`config.mk`:
```
export PLATFORM = sky130hd
export DESIGN_NAME = ram_wprot
export DESIGN_NICKNAME = d
export VERILOG_FILES = /design/src/rtl/ram_wprot_pkg.sv /design/src/rtl/wprot_check.sv /design/src/rtl/wprot_regs.sv /design/src/rtl/ram_wprot.sv
export SDC_FILE = /design/constraint.sdc
export NUM_CORES = 1
export LEC_CHECK = 0
export CELL_PAD_IN_SITES_DETAIL_PLACEMENT = 2
export CELL_PAD_IN_SITES_GLOBAL_PLACEMENT = 2
export CORE_ASPECT_RATIO = 0.6
export CORE_MARGIN = 2
export CORE_UTILIZATION = 30
export CTS_BUF_LIST = sky130_fd_sc_hd__clkbuf_16
export DETAILED_ROUTE_END_ITERATION = 8
export PLACE_DENSITY_LB_ADDON = 0.1
export RECOVER_POWER = 50
export SLEW_MARGIN = 20
export SYNTH_ARGS = -nofsm -noshare
export SYNTH_HDL_FRONTEND = slang
export SYNTH_HIERARCHICAL = 1
export SYNTH_SLANG_ARGS = --single-unit
```
`constraint.sdc`:
```
create_clock -name clk -period 3.4 [get_ports clk]
set_input_delay 0.51 -clock clk [delete_from_list [all_inputs] [get_ports clk]]
set_output_delay 0.51 -clock clk [all_outputs]
set_load 0.02 [all_outputs]
```
`src/rtl/ram_wprot_pkg.sv`:
```
// Package: shared constants and the decision type for the RAM write
// protection checker. Assumes master identifier 0 is the CPU.
package ram_wprot_pkg;
    localparam logic [31:0] RAM_BASE = 32'h2000_0000;
    localparam int unsigned CPU_ID   = 0;

    typedef enum logic [1:0] {
        DEC_PASS    = 2'd0,   // write (or read) goes through
        DEC_BUS_ERR = 2'd1,   // refused with a bus error
        DEC_DMA_DROP= 2'd2    // DMA write silently dropped, fault raised
    } wp_dec_e;
endpackage

```
`src/rtl/wprot_check.sv`:
```
// Module: wprot_check
// Purely combinational verdict for one request: decodes the address into
// a block index, looks up the protection bit and applies the privilege,
// master and DMA-enable rules. Assumes RAM_BYTES is a multiple of BLK_BYTES
// and BLK_BYTES is a power of two.
module wprot_check
    import ram_wprot_pkg::*;
#(
    parameter int unsigned RAM_BYTES = 8192,
    parameter int unsigned BLK_BYTES = 32,
    parameter int unsigned MID_W     = 3,
    localparam int unsigned NBLK     = RAM_BYTES / BLK_BYTES,
    localparam int unsigned SH       = $clog2(BLK_BYTES),
    localparam int unsigned IDX_W    = $clog2(NBLK)
) (
    input  logic             req_valid,
    input  logic             req_write,
    input  logic [31:0]      req_addr,
    input  logic             req_priv,
    input  logic [MID_W-1:0] req_master,
    input  logic [NBLK-1:0]  prot_map,
    input  logic             dma_chk_en,
    output wp_dec_e          verdict
);
    logic [31:0]      offset;
    logic             in_window;
    logic [IDX_W-1:0] blk_idx;
    logic             blk_locked;
    logic             is_cpu;

    // Address decode: offset from the RAM base, window test, block index.
    always_comb begin
        offset    = req_addr - RAM_BASE;
        in_window = (req_addr >= RAM_BASE) && (offset < 32'(RAM_BYTES));
        blk_idx   = IDX_W'(offset >> SH);
        blk_locked = in_window && prot_map[blk_idx];
        is_cpu    = (req_master == MID_W'(CPU_ID));
    end

    // Verdict: privileged and read accesses pass; others depend on master.
    always_comb begin
        verdict = DEC_PASS;
        if (req_valid && req_write && !req_priv && blk_locked) begin
            if (is_cpu)          verdict = DEC_BUS_ERR;
            else if (dma_chk_en) verdict = DEC_DMA_DROP;
        end
    end
endmodule

```
`src/rtl/wprot_regs.sv`:
```
// Module: wprot_regs
// Register file of the checker: protection map words, DMA-check enable,
// sticky fault flag with write-one-to-clear, and the fault capture pair.
// Only privileged config writes take effect. Index layout: 0..MAP_WORDS-1
// map, MAP_WORDS enable, +1 flag, +2 fault address, +3 fault master.
module wprot_regs #(
    parameter int unsigned NBLK  = 256,
    parameter int unsigned MID_W = 3,
    localparam int unsigned MAP_WORDS = NBLK / 32,
    localparam int unsigned CA_W  = $clog2(MAP_WORDS + 4)
) (
    input  logic             clk,
    input  logic             rst_n,
    input  logic             cfg_wr,
    input  logic [CA_W-1:0]  cfg_addr,
    input  logic [31:0]      cfg_wdata,
    input  logic             cfg_priv,
    output logic [31:0]      cfg_rdata,
    input  logic             fault_evt,
    input  logic [31:0]      fault_addr_in,
    input  logic [MID_W-1:0] fault_id_in,
    output logic [NBLK-1:0]  prot_map,
    output logic             dma_chk_en,
    output logic             fault_flag
);
    localparam int unsigned IX_EN   = MAP_WORDS;
    localparam int unsigned IX_FLAG = MAP_WORDS + 1;
    localparam int unsigned IX_ADDR = MAP_WORDS + 2;
    localparam int unsigned IX_ID   = MAP_WORDS + 3;

    logic             wr_ok;
    logic             clr_req;
    logic             take_fault;
    logic [31:0]      cap_addr;
    logic [MID_W-1:0] cap_id;

    assign wr_ok      = cfg_wr && cfg_priv;
    assign clr_req    = wr_ok && (cfg_addr == CA_W'(IX_FLAG)) && cfg_wdata[0];
    assign take_fault = fault_evt && (!fault_flag || clr_req);

    // One register per map word, each written by a privileged config write.
    for (genvar w = 0; w < MAP_WORDS; w++) begin : g_map
        always_ff @(posedge clk) begin
            if (!rst_n)
                prot_map[w*32 +: 32] <= '0;
            else if (wr_ok && cfg_addr == CA_W'(w))
                prot_map[w*32 +: 32] <= cfg_wdata;
        end
    end

    // DMA-check enable register.
    always_ff @(posedge clk) begin
        if (!rst_n)                                  dma_chk_en <= 1'b0;
        else if (wr_ok && cfg_addr == CA_W'(IX_EN))  dma_chk_en <= cfg_wdata[0];
    end

    // Sticky fault flag: a new fault wins over a clear in the same cycle.
    always_ff @(posedge clk) begin
        if (!rst_n)         fault_flag <= 1'b0;
        else if (fault_evt) fault_flag <= 1'b1;
        else if (clr_req)   fault_flag <= 1'b0;
    end

    // Fault capture: only the first fault while the flag is clear is kept.
    always_ff @(posedge clk) begin
        if (!rst_n) begin
            cap_addr <= '0;
            cap_id   <= '0;
        end else if (take_fault) begin
            cap_addr <= fault_addr_in;
            cap_id   <= fault_id_in;
        end
    end

    // Read mux for the config port.
    always_comb begin
        cfg_rdata = '0;
        if (cfg_addr < CA_W'(MAP_WORDS)) begin
            for (int w = 0; w < MAP_WORDS; w++)
                if (cfg_addr == CA_W'(w)) cfg_rdata = prot_map[w*32 +: 32];
        end else if (cfg_addr == CA_W'(IX_EN))   cfg_rdata = {31'd0, dma_chk_en};
        else if (cfg_addr == CA_W'(IX_FLAG))     cfg_rdata = {31'd0, fault_flag};
        else if (cfg_addr == CA_W'(IX_ADDR))     cfg_rdata = cap_addr;
        else if (cfg_addr == CA_W'(IX_ID))       cfg_rdata = 32'(cap_id);
    end

    // an unprivileged config write leaves map and enable unchanged.
    a_r9_unpriv_cfg_ignored: assert property (@(posedge clk) disable iff (!rst_n)
        (cfg_wr && !cfg_priv) |=> ($stable(prot_map) && $stable(dma_chk_en)));

    // while the flag is held and not being cleared, the capture stays put.
    a_r8_capture_held: assert property (@(posedge clk) disable iff (!rst_n)
        (fault_flag && !clr_req) |=> ($stable(cap_addr) && $stable(cap_id)));

    // the flag only rises after a DMA fault reported by the checker.
    a_r7_flag_after_fault: assert property (@(posedge clk) disable iff (!rst_n)
        $rose(fault_flag) |-> $past(fault_evt));
endmodule

```
`src/rtl/ram_wprot.sv`:
```
// Module: ram_wprot (top)
// RAM write protection checker: combinational grant/error verdict per bus
// request, register port for the protection map and DMA enable, sticky
// DMA fault capture and interrupt. Assumes one request per cycle, already
// arbitrated, and that the SRAM itself lies outside this block.
module ram_wprot
    import ram_wprot_pkg::*;
#(
    parameter int unsigned RAM_BYTES = 8192,
    parameter int unsigned BLK_BYTES = 32,
    parameter int unsigned MID_W     = 3,
    localparam int unsigned NBLK      = RAM_BYTES / BLK_BYTES,
    localparam int unsigned MAP_WORDS = NBLK / 32,
    localparam int unsigned CA_W      = $clog2(MAP_WORDS + 4)
) (
    input  logic             clk,
    input  logic             rst_n,
    input  logic             req_valid,
    input  logic             req_write,
    input  logic [31:0]      req_addr,
    input  logic             req_priv,
    input  logic [MID_W-1:0] req_master,
    output logic             ram_we,
    output logic             req_err,
    input  logic             cfg_wr,
    input  logic [CA_W-1:0]  cfg_addr,
    input  logic [31:0]      cfg_wdata,
    input  logic             cfg_priv,
    output logic [31:0]      cfg_rdata,
    output logic             irq
);
    logic [NBLK-1:0] prot_map;
    logic            dma_chk_en;
    logic            fault_flag;
    wp_dec_e         verdict;

    wprot_check #(.RAM_BYTES(RAM_BYTES), .BLK_BYTES(BLK_BYTES), .MID_W(MID_W)) u_check (
        .req_valid (req_valid),
        .req_write (req_write),
        .req_addr  (req_addr),
        .req_priv  (req_priv),
        .req_master(req_master),
        .prot_map  (prot_map),
        .dma_chk_en(dma_chk_en),
        .verdict   (verdict)
    );

    wprot_regs #(.NBLK(NBLK), .MID_W(MID_W)) u_regs (
        .clk          (clk),
        .rst_n        (rst_n),
        .cfg_wr       (cfg_wr),
        .cfg_addr     (cfg_addr),
        .cfg_wdata    (cfg_wdata),
        .cfg_priv     (cfg_priv),
        .cfg_rdata    (cfg_rdata),
        .fault_evt    (verdict == DEC_DMA_DROP),
        .fault_addr_in(req_addr),
        .fault_id_in  (req_master),
        .prot_map     (prot_map),
        .dma_chk_en   (dma_chk_en),
        .fault_flag   (fault_flag)
    );

    // Response outputs derived from the verdict.
    always_comb begin
        ram_we  = req_valid && req_write && (verdict == DEC_PASS);
        req_err = (verdict == DEC_BUS_ERR);
        irq     = fault_flag;
    end

    // an error response never comes with a RAM write.
    a_r3_err_excl_we: assert property (@(posedge clk) disable iff (!rst_n)
        req_err |-> !ram_we);

    // privileged writes always reach the RAM.
    a_r4_priv_passes: assert property (@(posedge clk) disable iff (!rst_n)
        (req_valid && req_write && req_priv) |-> (ram_we && !req_err));

    // reads are never refused and never write.
    a_r5_read_free: assert property (@(posedge clk) disable iff (!rst_n)
        (req_valid && !req_write) |-> (!req_err && !ram_we));

    // DMA masters never see a bus error.
    a_r7_dma_no_err: assert property (@(posedge clk) disable iff (!rst_n)
        (req_master != MID_W'(CPU_ID)) |-> !req_err);
endmodule

```
**After elaboration in Yosys (flattened, before gate mapping)**

Index checks and enable logic that the tools add are counted.

- Register bits: 293
- Bits in latches: 0
- Memory bits (writable): 0
- Memory bits (read-only): 0
- Input bits: 78
- Output and inout bits: 35
- Word-level logic and storage cells: 76
- Memories kept: 0

- Add/subtract/negate cells: 1
- Multipliers: 0
- Div/mod/pow operators: 0
- Order comparisons: 4
- Equality and inequality tests: 13
- Shift operators: 0
- Muxes and demuxes: 20
- Bitwise logic cells: 0
- Reduce and logical (&&, ||, !) cells: 26

Operators by type and width:

| cell | number |
|---|---|
| 2-to-1 mux 32 bit | 12 |
| greater-or-equal comparator 32 x 30 -> 1 bit, second input constant | 1 |
| < comparator 32 x 14 -> 1 bit, second input constant | 1 |
| subtractor 32 x 30 -> 32 bit, second input constant | 1 |
| logical AND 1 bit | 19 |
| == test 4 x 3 -> 1 bit, second input constant | 4 |
| == test 4 bit, second input constant | 4 |
| < comparator 8 x 9 -> 1 bit, second input constant | 1 |
| binary-select mux 1 bit (select 8 bit) | 1 |
| == test 4 x 2 -> 1 bit, second input constant | 2 |
| 2-to-1 mux 2 bit | 3 |
| == test 4 x 1 -> 1 bit, second input constant | 1 |
| logical NOT 4 bit | 1 |
| < comparator 4 bit, second input constant | 1 |
| logical NOT 3 bit | 1 |
| 2-to-1 mux 1 bit | 3 |
| 2-to-1 mux 3 bit | 1 |
| == test 2 x 1 -> 1 bit, second input constant | 1 |
| == test 2 bit, second input constant | 1 |
| logical NOT 1 bit | 2 |
| logical NOT 2 bit | 1 |
| nonzero test 2 bit | 1 |
| logical OR 1 bit | 1 |

**Logic depth before layout (Yosys ltp)**

Gate-level depths: netlist of the first run.

- Depth in word-level cells: 10
- Gate-level depth with buffers: 15
- Mapped depth without buffers: 10

**Cells and area by module**

The synthesis of the first run kept the hierarchy.

Modules (own cells, without submodules):

| module | times used | cells each | area an instance (um^2) | seq. area each (um^2) |
|---|---|---|---|---|
| wprot_regs | 1 | 1698 | 14046.0 | 5865.6 |
| wprot_check | 1 | 208 | 2517.4 | 0.0 |
| ram_wprot | 1 | 3 | 30.0 | 0.0 |

**Worst setup path before layout of the first run**

OpenSTA, ideal clock, no wires.

- Path kind: in2out
- Start: input req_addr[5]
- End: output ram_we
- Arrival: 2.507 ns
- Required time: 2.890 ns
- Setup slack: 0.383 ns
- Cell stages on the path: 8
- Path buffers: 2
- Cell sequence: buf_6 buf_12 mux4_2 mux4_2 o21ai_0 o311a_1 nor3_1 and4bb_2

- Word-level cells in the longest chain between the ends: 8
- Elaborated cells on any way between the ends: 11
- Classes of those cells: add/sub: 1; order compare: 2; mux: 3; reduce/logical: 5

Ends and longest elaborated chain:

| element | RTL line | source |
|---|---|---|
| start: declaration | ram_wprot.sv:20 | `input logic [31:0] req_addr,` |
| subtractor 32 x 30 -> 32 bit | wprot_check.sv:33 | `offset = req_addr - RAM_BASE;` |
| < comparator 32 x 14 -> 1 bit or binary-select mux 1 bit (select 8 bit) (tied branches) | wprot_check.sv:34, wprot_check.sv:36 |  |
| logical AND 1 bit or 2-to-1 mux 1 bit (tied branches) | wprot_check.sv:34, wprot_check.sv:36 |  |
| logical AND 1 bit * | wprot_check.sv:36 | `blk_locked = in_window && prot_map[blk_idx];` |
| logical AND 1 bit * | wprot_check.sv:43 | `if (req_valid && req_write && !req_priv && blk_locked) begin` |
| 2-to-1 mux 2 bit * | wprot_check.sv:43 |  |
| via verdict[0] | ram_wprot.sv:35 | `wp_dec_e verdict;` |
| logical NOT 2 bit * | ram_wprot.sv:66 | `ram_we = req_valid && req_write && (verdict == DEC_PASS);` |
| logical AND 1 bit * | ram_wprot.sv:66 |  |
| end: declaration | ram_wprot.sv:23 | `output logic ram_we,` |

The timed path passes the listed nets; every way through them passes the cells marked *. The select of a mux whose other input is x is not followed.

**Worst setup path in the final report of the first run**

- Start: input req_addr[5]
- End: output req_err

- Word-level cells in the longest chain between the ends: 7
- Elaborated cells on any way between the ends: 10
- Classes of those cells: add/sub: 1; order compare: 2; eq/ne: 1; mux: 3; reduce/logical: 3

Ends and longest elaborated chain:

| element | RTL line | source |
|---|---|---|
| subtractor 32 x 30 -> 32 bit | wprot_check.sv:33 |  |
| < comparator 32 x 14 -> 1 bit or binary-select mux 1 bit (select 8 bit) (tied branches) | wprot_check.sv:34, wprot_check.sv:36 |  |
| logical AND 1 bit or 2-to-1 mux 1 bit (tied branches) | wprot_check.sv:34, wprot_check.sv:36 |  |
| logical AND 1 bit * | wprot_check.sv:36 |  |
| logical AND 1 bit * | wprot_check.sv:43 |  |
| 2-to-1 mux 2 bit * | wprot_check.sv:43 |  |
| via verdict[0] | ram_wprot.sv:35 |  |
| == test 2 x 1 -> 1 bit * | ram_wprot.sv:67 | `req_err = (verdict == DEC_BUS_ERR);` |
| end: declaration | ram_wprot.sv:24 | `output logic req_err,` |

Marked as above.

==> impl_results.md, run 1 <==
* Core ar. at 0.0544 sq mm
* Number of buffers inserted by port buffering at 112
* Largest net degree at the start of global routing at 88
* Critical path data arrival time at 3.05 ns
* EDFF count, synth at 0
* Final setup fails at 5
* Relative slew slack at -29.4%
* Vias in the first global route at 17,037
* Reg clk slew, reported paths at 0.06 ns
* Hold-fix buffers at CTS at 0
* Gr usage total at 28.3%
* Ys flop type: dfxtp_1
* Die width at 308 um
* Post-Syn Instances at 1,909
* Fmax at 281 MHz
* CP Max Fanout at 6
* Vias at 16,352
* Peak VDD IR at 271 uV
* Critical Path RT at 2.89 ns
* H-tree depth at 2
* Fin crit share at 105%
* Worst-skew pair later-pin latency at 0.54 ns
* Crit. End Element: output pin
* Register area share after synthesis at 35.3%
* DIE HEIGHT at 186 um
* Hold Fails Final Rpt at 0
* Clk_skew at 0.0138 ns
* Met2 Use GR at 40.7%
* Synth warnings at 6
* Area of the mapped netlist at 0.0166 sq mm
* GR Util met3 at 5.35%
* Drt wl/cell at 28.2 um
* Fin util at 39.1%
* Tmin final at 3.56 ns
* Die footprint at 0.0573 sq mm
* Vias/cell at 5.63
* Clk root buf: clkbuf_16
* Count of unique library cells instantiated by Yosys at 79
* IO Count at 113
* Status: finished with violations
* Worst setup SP type: input pin
* Total gr overflow at 0
* Routed WL at 82,000 um
* Syn Area/Cell at 8.69 sq um
* Max Cap Viol at 2
* Actual slew at the worst max-slew pin at 1.94 ns
* PwrDens at 397 mW/mm^2
* Initial antenna violation count at 1
* Row cnt at 66
* RSZ-0062 raised after global routing: yes
* Setup CP Type: in2out
* Max Slew Vio Count at 66
* Initial DRT Pass Iterations at 6
* Initial core utilization at 30.5%
* Cell count after placement at 2,831
* Leakage at 7.87 nW
* Hold Slack at 0.387 ns
* Placer congestion estimate at 0.931
* Layout cell share with drive strength beyond 1 at 22.0%
* Clock buffer depth at 3
* CTS sink cnt at 293
* Commonest cells after routing, fill and taps aside: nand2_1, dfxtp_1, buf_4, a21boi_0, mux2i_1
* TritonCTS Buffers at 36
* Synth Net Count at 1,988
* Drt initial violations at 1,536
* Register bit total from synthesis at 293
* GR peak layer: met1
* Min-Delay Path Class: in2reg
* Post-DP HPWL at 61,300 um
* Area grow syn2layout at 28.2%
* # nets final at 2,245
* Final std cells w/o fill at 2,907
* ANT nets after route at 0
* First-pass GRT wire length at 119,000 um
* Violated checks: max-capacitance violations, max-slew violations, negative setup slack
* Async set-reset flop share out of synthesis at 0%
* Commonest non-fill, non-tap cell in the layout: nand2_1
* CTS tree: yes
* M1 GR Usage at 43.7%
* Fin worst setup slack at -0.164 ns
* Drt drc at 0
* Post-place setup slack at -1.01 ns
-- worst max-delay path: stages --
cell and delay (ns):
buf_16 0.13, buf_12 0.13, buf_4 0.10, mux4_1 0.60, mux2_2 0.30, nand2_1 0.06
o21ai_0 0.09, o21ai_2 0.24, a211o_4 0.26, buf_6 0.12, nor3_4 0.03, buf_4 0.14
and2b_2 0.19, buf_6 0.13
-- layout make-up --
class	instances	area [sq um]
diodes	3	7.51
clock buffers	37	926
clock inverters	25	205
fillers	5973	33200
inverters	9	40.0
multi-input cells	1401	9560
flip-flops and latches	293	5870
well taps	714	893
repair buffers	425	3760
-- worst paths after layout --
path / startpoint / endpoint / slack (ns) / cells after the start
setup / recovery: req_addr[5] / req_err / -0.16 / 14
hold reg to reg: u_regs/cap_id[2] / u_regs/cap_id[2] / 0.47 / 2
hold / removal: req_addr[21] / u_regs/cap_addr[21] / 0.39 / 4
setup reg to reg: u_regs/prot_map[223] / u_regs/cap_addr[23] / 0.32 / 13
-- synthesized netlist by cell type, types with 8 or more instances --
cell type,count,area [sq um]
a211oi_1,12,90.1
a21boi_0,181,1360
a21boi_1,77,578
a21oi_1,11,55.1
a221o_1,18,180
a222oi_1,30,300
a22o_1,11,96.3
a2bb2oi_1,24,210
a31oi_1,12,75.1
buf_2,58,290
buf_4,45,338
buf_6,15,169
clkbuf_1,74,278
dfxtp_1,293,5870
mux2_2,14,158
mux2i_1,71,711
mux4_1,26,683
mux4_2,34,766
nand2_1,636,2390
nand3_1,12,60.1
nor2_1,19,71.3
nor2b_1,12,75.1
nor3_1,8,40.0
o21ai_0,23,115
o21ai_1,28,140
o221ai_1,18,158
o2bb2ai_1,13,114
-- what timing repair did --
action                                  4_1_cts  5_1_grt
pin swaps                                    18       13
setup buffers                                12        1
gates resized for setup                     106       30
endpoints found under the setup margin       68        8
-- cell families after synthesis --
| group | Yosys count | synth area share, % |
|---|---|---|
| compound gates | 497 | 23.2 |
| xor+xnor | 1 | 0.0528 |
| fa+ha+maj | 1 | 0.0754 |
| buf+inv | 215 | 7.73 |
| flops | 293 | 35.3 |
| mux | 158 | 15.0 |
| simple gates | 744 | 18.6 |
-- report_power, final --
group	total (W)	switching, W	leakage, nW	internal [W]
Clock	0.00388	0.00162	0.587	0.00226
Sequential	0.00348	0.0000207	2.36	0.00346
Combinational	0.00109	0.000636	4.92	0.000450
-- metal layers --
| metal | wire length [um] | vias up |
|---|---|---|
| li1 | - | 7269 |
| met1 | 41300 | 8469 |
| met2 | 33300 | 544 |
| met3 | 6300 | 70 |
| met4 | 1030 | 0 |
| met5 | 0 | - |
-- flip-flops by register name (all words and copies together), names as in the netlist --
name and flops:
u_regs/prot_map 256, u_regs/cap_addr 32, u_regs/cap_id 3, u_regs/dma_chk_en 1, u_regs/fault_flag 1
-- metrics by stage --
step / area, sq um / total power [W] / TNS [ns]
after detailed placement: 20000 / 0.00460 / -25.24
after CTS: 21300 / 0.00853 / -0.277
after global routing: 21300 / 0.00875 / -1.77
after global placement: 20000 / 0.00458 / -22.76
after floorplan: 16600 / 0.00406 / 0
final: 21300 / 0.00844 / -0.397
(Power assumes the default switching activity.)
==> run 2, diff against run 1 <==
CAP_MARGIN = 40   (was unset)
==> results of run 2 <==
The final DEF is identical to that of run 1; final timing and power are the same.
==> run 3, diff against run 2 <==
ABC_AREA = 0   (was unset)
PLACE_DENSITY = 0.7   (was unset)
PLACE_DENSITY_LB_ADDON = unset   (was 0.1)
==> impl_results.md, run 3 (synthesis results as in run 1) <==
* Layout cell share with drive strength beyond 1 at 22.2% (+0.24 points)
* Drt drc at 0 (unchanged)
* Placer congestion estimate at 0.918 (-1.4%)
* Area grow syn2layout at 29.4%
* IO Count at 113 (unchanged)
* Reg-to-reg endpoint: u_regs/cap_addr[1]
* Final setup fails at 18 (+13)
* Clock buffer depth at 3 (unchanged)
* Die footprint at 0.0573 sq mm (unchanged)
* Switching part of the total at 27.6% (+0.69 points)
* Worst-skew pair later-pin latency at 0.54 ns (about the same)
* Fin crit share at 106% (+1.4 points)
* Largest net degree at the start of global routing at 117 (+33%)
* Status: finished with violations
* Relative slew slack at 21.4% (+51 points)
* Commonest non-fill, non-tap cell in the layout: nand2_1
* Clk_skew at 0.0142 ns (+0.000315 ns)
* Commonest cells after routing, fill and taps aside: nand2_1, dfxtp_1, buf_4, a21boi_0, mux2i_1
* Drt wl/cell at 28.8 um (+2.1%)
* Vias/cell at 5.80 (+3.1%)
* Max reg flops at 256 (unchanged)
* Reg clk slew, reported paths at 0.06 ns (about the same)
* Logic pwr share at 13.4% (+0.5 points)
* Min-Delay Path Class: in2reg
* Reg with most FFs: u_regs/prot_map
* FILL cells at 5,964 (-0.15%)
* Seq pwr share at 41.9% (+0.7 points)
* Hold Fails Final Rpt at 0 (unchanged)
* Peak VDD IR at 267 uV (-1.4%)
* Number of buffers inserted by port buffering at 112 (unchanged)
* # nets final at 2,261 (+0.71%)
* Hold-fix buffers at CTS at 0 (unchanged)
* DIE HEIGHT at 186 um (unchanged)
* Drt initial violations at 1,710 (+11%)
* TritonCTS Buffers at 35 (-2.8%)
* Vias in the first global route at 17,560 (+3.1%)
* CTS tree: yes
* Max Slew Vio Count at 0 (-100%)
* Worst setup SP type: input pin
* Tmin final at 3.61 ns (+0.0492 ns)
* Setup CP Type: in2out
* Setup slack on the worst flop-to-flop path at 0.42 ns (+0.10 ns)
* Reg-to-reg startpoint: u_regs/prot_map[70]
* First-pass GRT wire length at 123,000 um (+3.2%)
* Violated checks: negative setup slack
* Fin worst setup slack at -0.213 ns (-0.0492 ns)
* Final std cells w/o fill at 2,918 (+0.38%)
* Gr usage total at 29.1% (+0.76 points)
* CP Max Fanout at 7 (+1)
* Post-place setup slack at -0.973 ns (+0.0405 ns)
* Cell count after placement at 2,854 (+0.81%)
* Clk root buf: clkbuf_16
* Total gr overflow at 0 (unchanged)
* Leakage at 8.02 nW (+1.9%)
* TNS Setup at -1.54 ns (-1.14 ns)
* Biggest regs: u_regs/prot_map: 256 flops, u_regs/cap_addr: 32 flops, u_regs/cap_id: 3 flops
* ANT nets after route at 0 (unchanged)
* Routed WL at 84,000 um (+2.5%)
* H-tree depth at 2 (unchanged)
* HP Start: req_addr[6]
* Initial DRT Pass Iterations at 6 (unchanged)
* Actual slew at the worst max-slew pin at 1.18 ns (-0.763 ns)
* Row cnt at 66 (unchanged)
* Clock power share at 44.7% (-1.2 points)
* Critical path data arrival time at 3.10 ns (+0.05 ns)
* P_int at 0.00601 W (-2.6%)
* Critical Path RT at 2.89 ns (about the same)
* PwrDens at 387 mW/mm^2 (-2.6%)
* Crit. End Element: output pin
* Core ar. at 0.0544 sq mm (unchanged)
* Max Cap Viol at 0 (-2)
* Psw at 0.00229 W (+0.84%)
* Crit. Startpoint: cfg_addr[3]
* Initial core utilization at 30.5% (unchanged)
* Vias at 16,927 (+3.5%)
* Initial antenna violation count at 3 (+2)
* RSZ-0062 raised after global routing: yes
* Fmax at 277 MHz (-1.4%)
* Crit path capture: cfg_rdata[15]
* Post-DP HPWL at 61,500 um (+0.43%)
* CTS sink cnt at 293 (unchanged)
* Fin util at 39.4% (+0.36 points)
* Worst reg2reg path depth at 12 (-1)
* Die width at 308 um (unchanged)
[run 3: changes by cell type in the layout (fill, tap and decap cells not counted), moves of 3 or more]
| cell | previous run | this run |
|---|---|---|
| mux4_2 | 41 | 36 |
| clkinv_2 | 5 | 2 |
| buf_12 | 25 | 31 |
| dlygate4sd2_1 | 30 | 26 |
| buf_4 | 266 | 275 |
| buf_2 | 9 | 6 |
| mux4_1 | 19 | 24 |
| clkbuf_2 | 3 | 7 |
| clkdlybuf4s15_1 | 1 | 4 |
| a21boi_1 | 52 | 36 |
| a21boi_0 | 206 | 222 |
[run 3: worst min path at each step]
| stage | end | slack, ns | depth (start not counted) |
|---|---|---|---|
| 2_1_floorplan | u_regs/cap_id[1] | 0.43 | 2 |
| 3_3_place_gp | u_regs/cap_addr[2] | 0.44 | 2 |
| 3_5_place_dp | u_regs/cap_addr[0] | 0.45 | 2 |
| 4_1_cts | u_regs/cap_addr[6] | 0.30 | 3 |
| 5_1_grt | u_regs/cap_addr[6] | 0.32 | 3 |
| 6_report | u_regs/cap_addr[6] | 0.32 | 3 |
[run 3: layer usage]
layer / global-route usage (%) / wire (um) / vias up
met5: 0 / 0 / -
met4: 5.17 / 1260 / 0
met3: 5.97 / 7540 / 82
met2: 42.8 / 34400 / 740
met1: 43.7 / 40800 / 8818
li1: - / - / 7287
[run 3: worst max-delay path: stages]
cell and delay [ns]:
dlygate4sd3_1 0.58, buf_12 0.15, clkbuf_1 0.27, nor2b_1 0.13, clkbuf_4 0.16, buf_4 0.16
a222oi_1 0.34, o21ai_1 0.22, clkdlybuf4s50_1 0.59
[run 3: through the flow]
step	total power, W	instance area [sq um]	hold WS (ns)
finish	0.00830	21500	0.318
global route	0.00855	21500	0.323
CTS	0.00833	21400	0.304
detailed placement	0.00461	20200	0.454
global placement	0.00459	20200	0.440
floorplan	0.00406	16600	0.431
[run 3: power by group through the flow]
stage	combinational [W]	sequential (W)	clock (W)
after floorplan	0.000517	0.00354	0
after global placement	0.00104	0.00355	0
after detailed placement	0.00106	0.00355	0
after CTS	0.00109	0.00347	0.00377
after global routing	0.00115	0.00347	0.00392
final	0.00112	0.00347	0.00371
[run 3: what timing repair did]
item / in CTS / in global routing
pin swaps: 15 / 14
setup buffers: 4 / 1
gates cloned: 1 / 0
resized for setup: 95 / 32
setup endpoints to repair: 66 / 11
[run 3: area by class of cell]
type                            count  area [sq um]  share of cell area [%]
Clock buffer                       37           926                    4.31
Antenna cell                        2          5.00                  0.0233
Sequential cell                   293          5870                    27.4
Multi-Input combinational cell   1401          9610                    44.8
Clock inverter                     20           130                   0.606
Tap cell                          714           893                    4.16
Inverter                            9          36.3                   0.169
Timing Repair Buffer              442          3990                    18.6
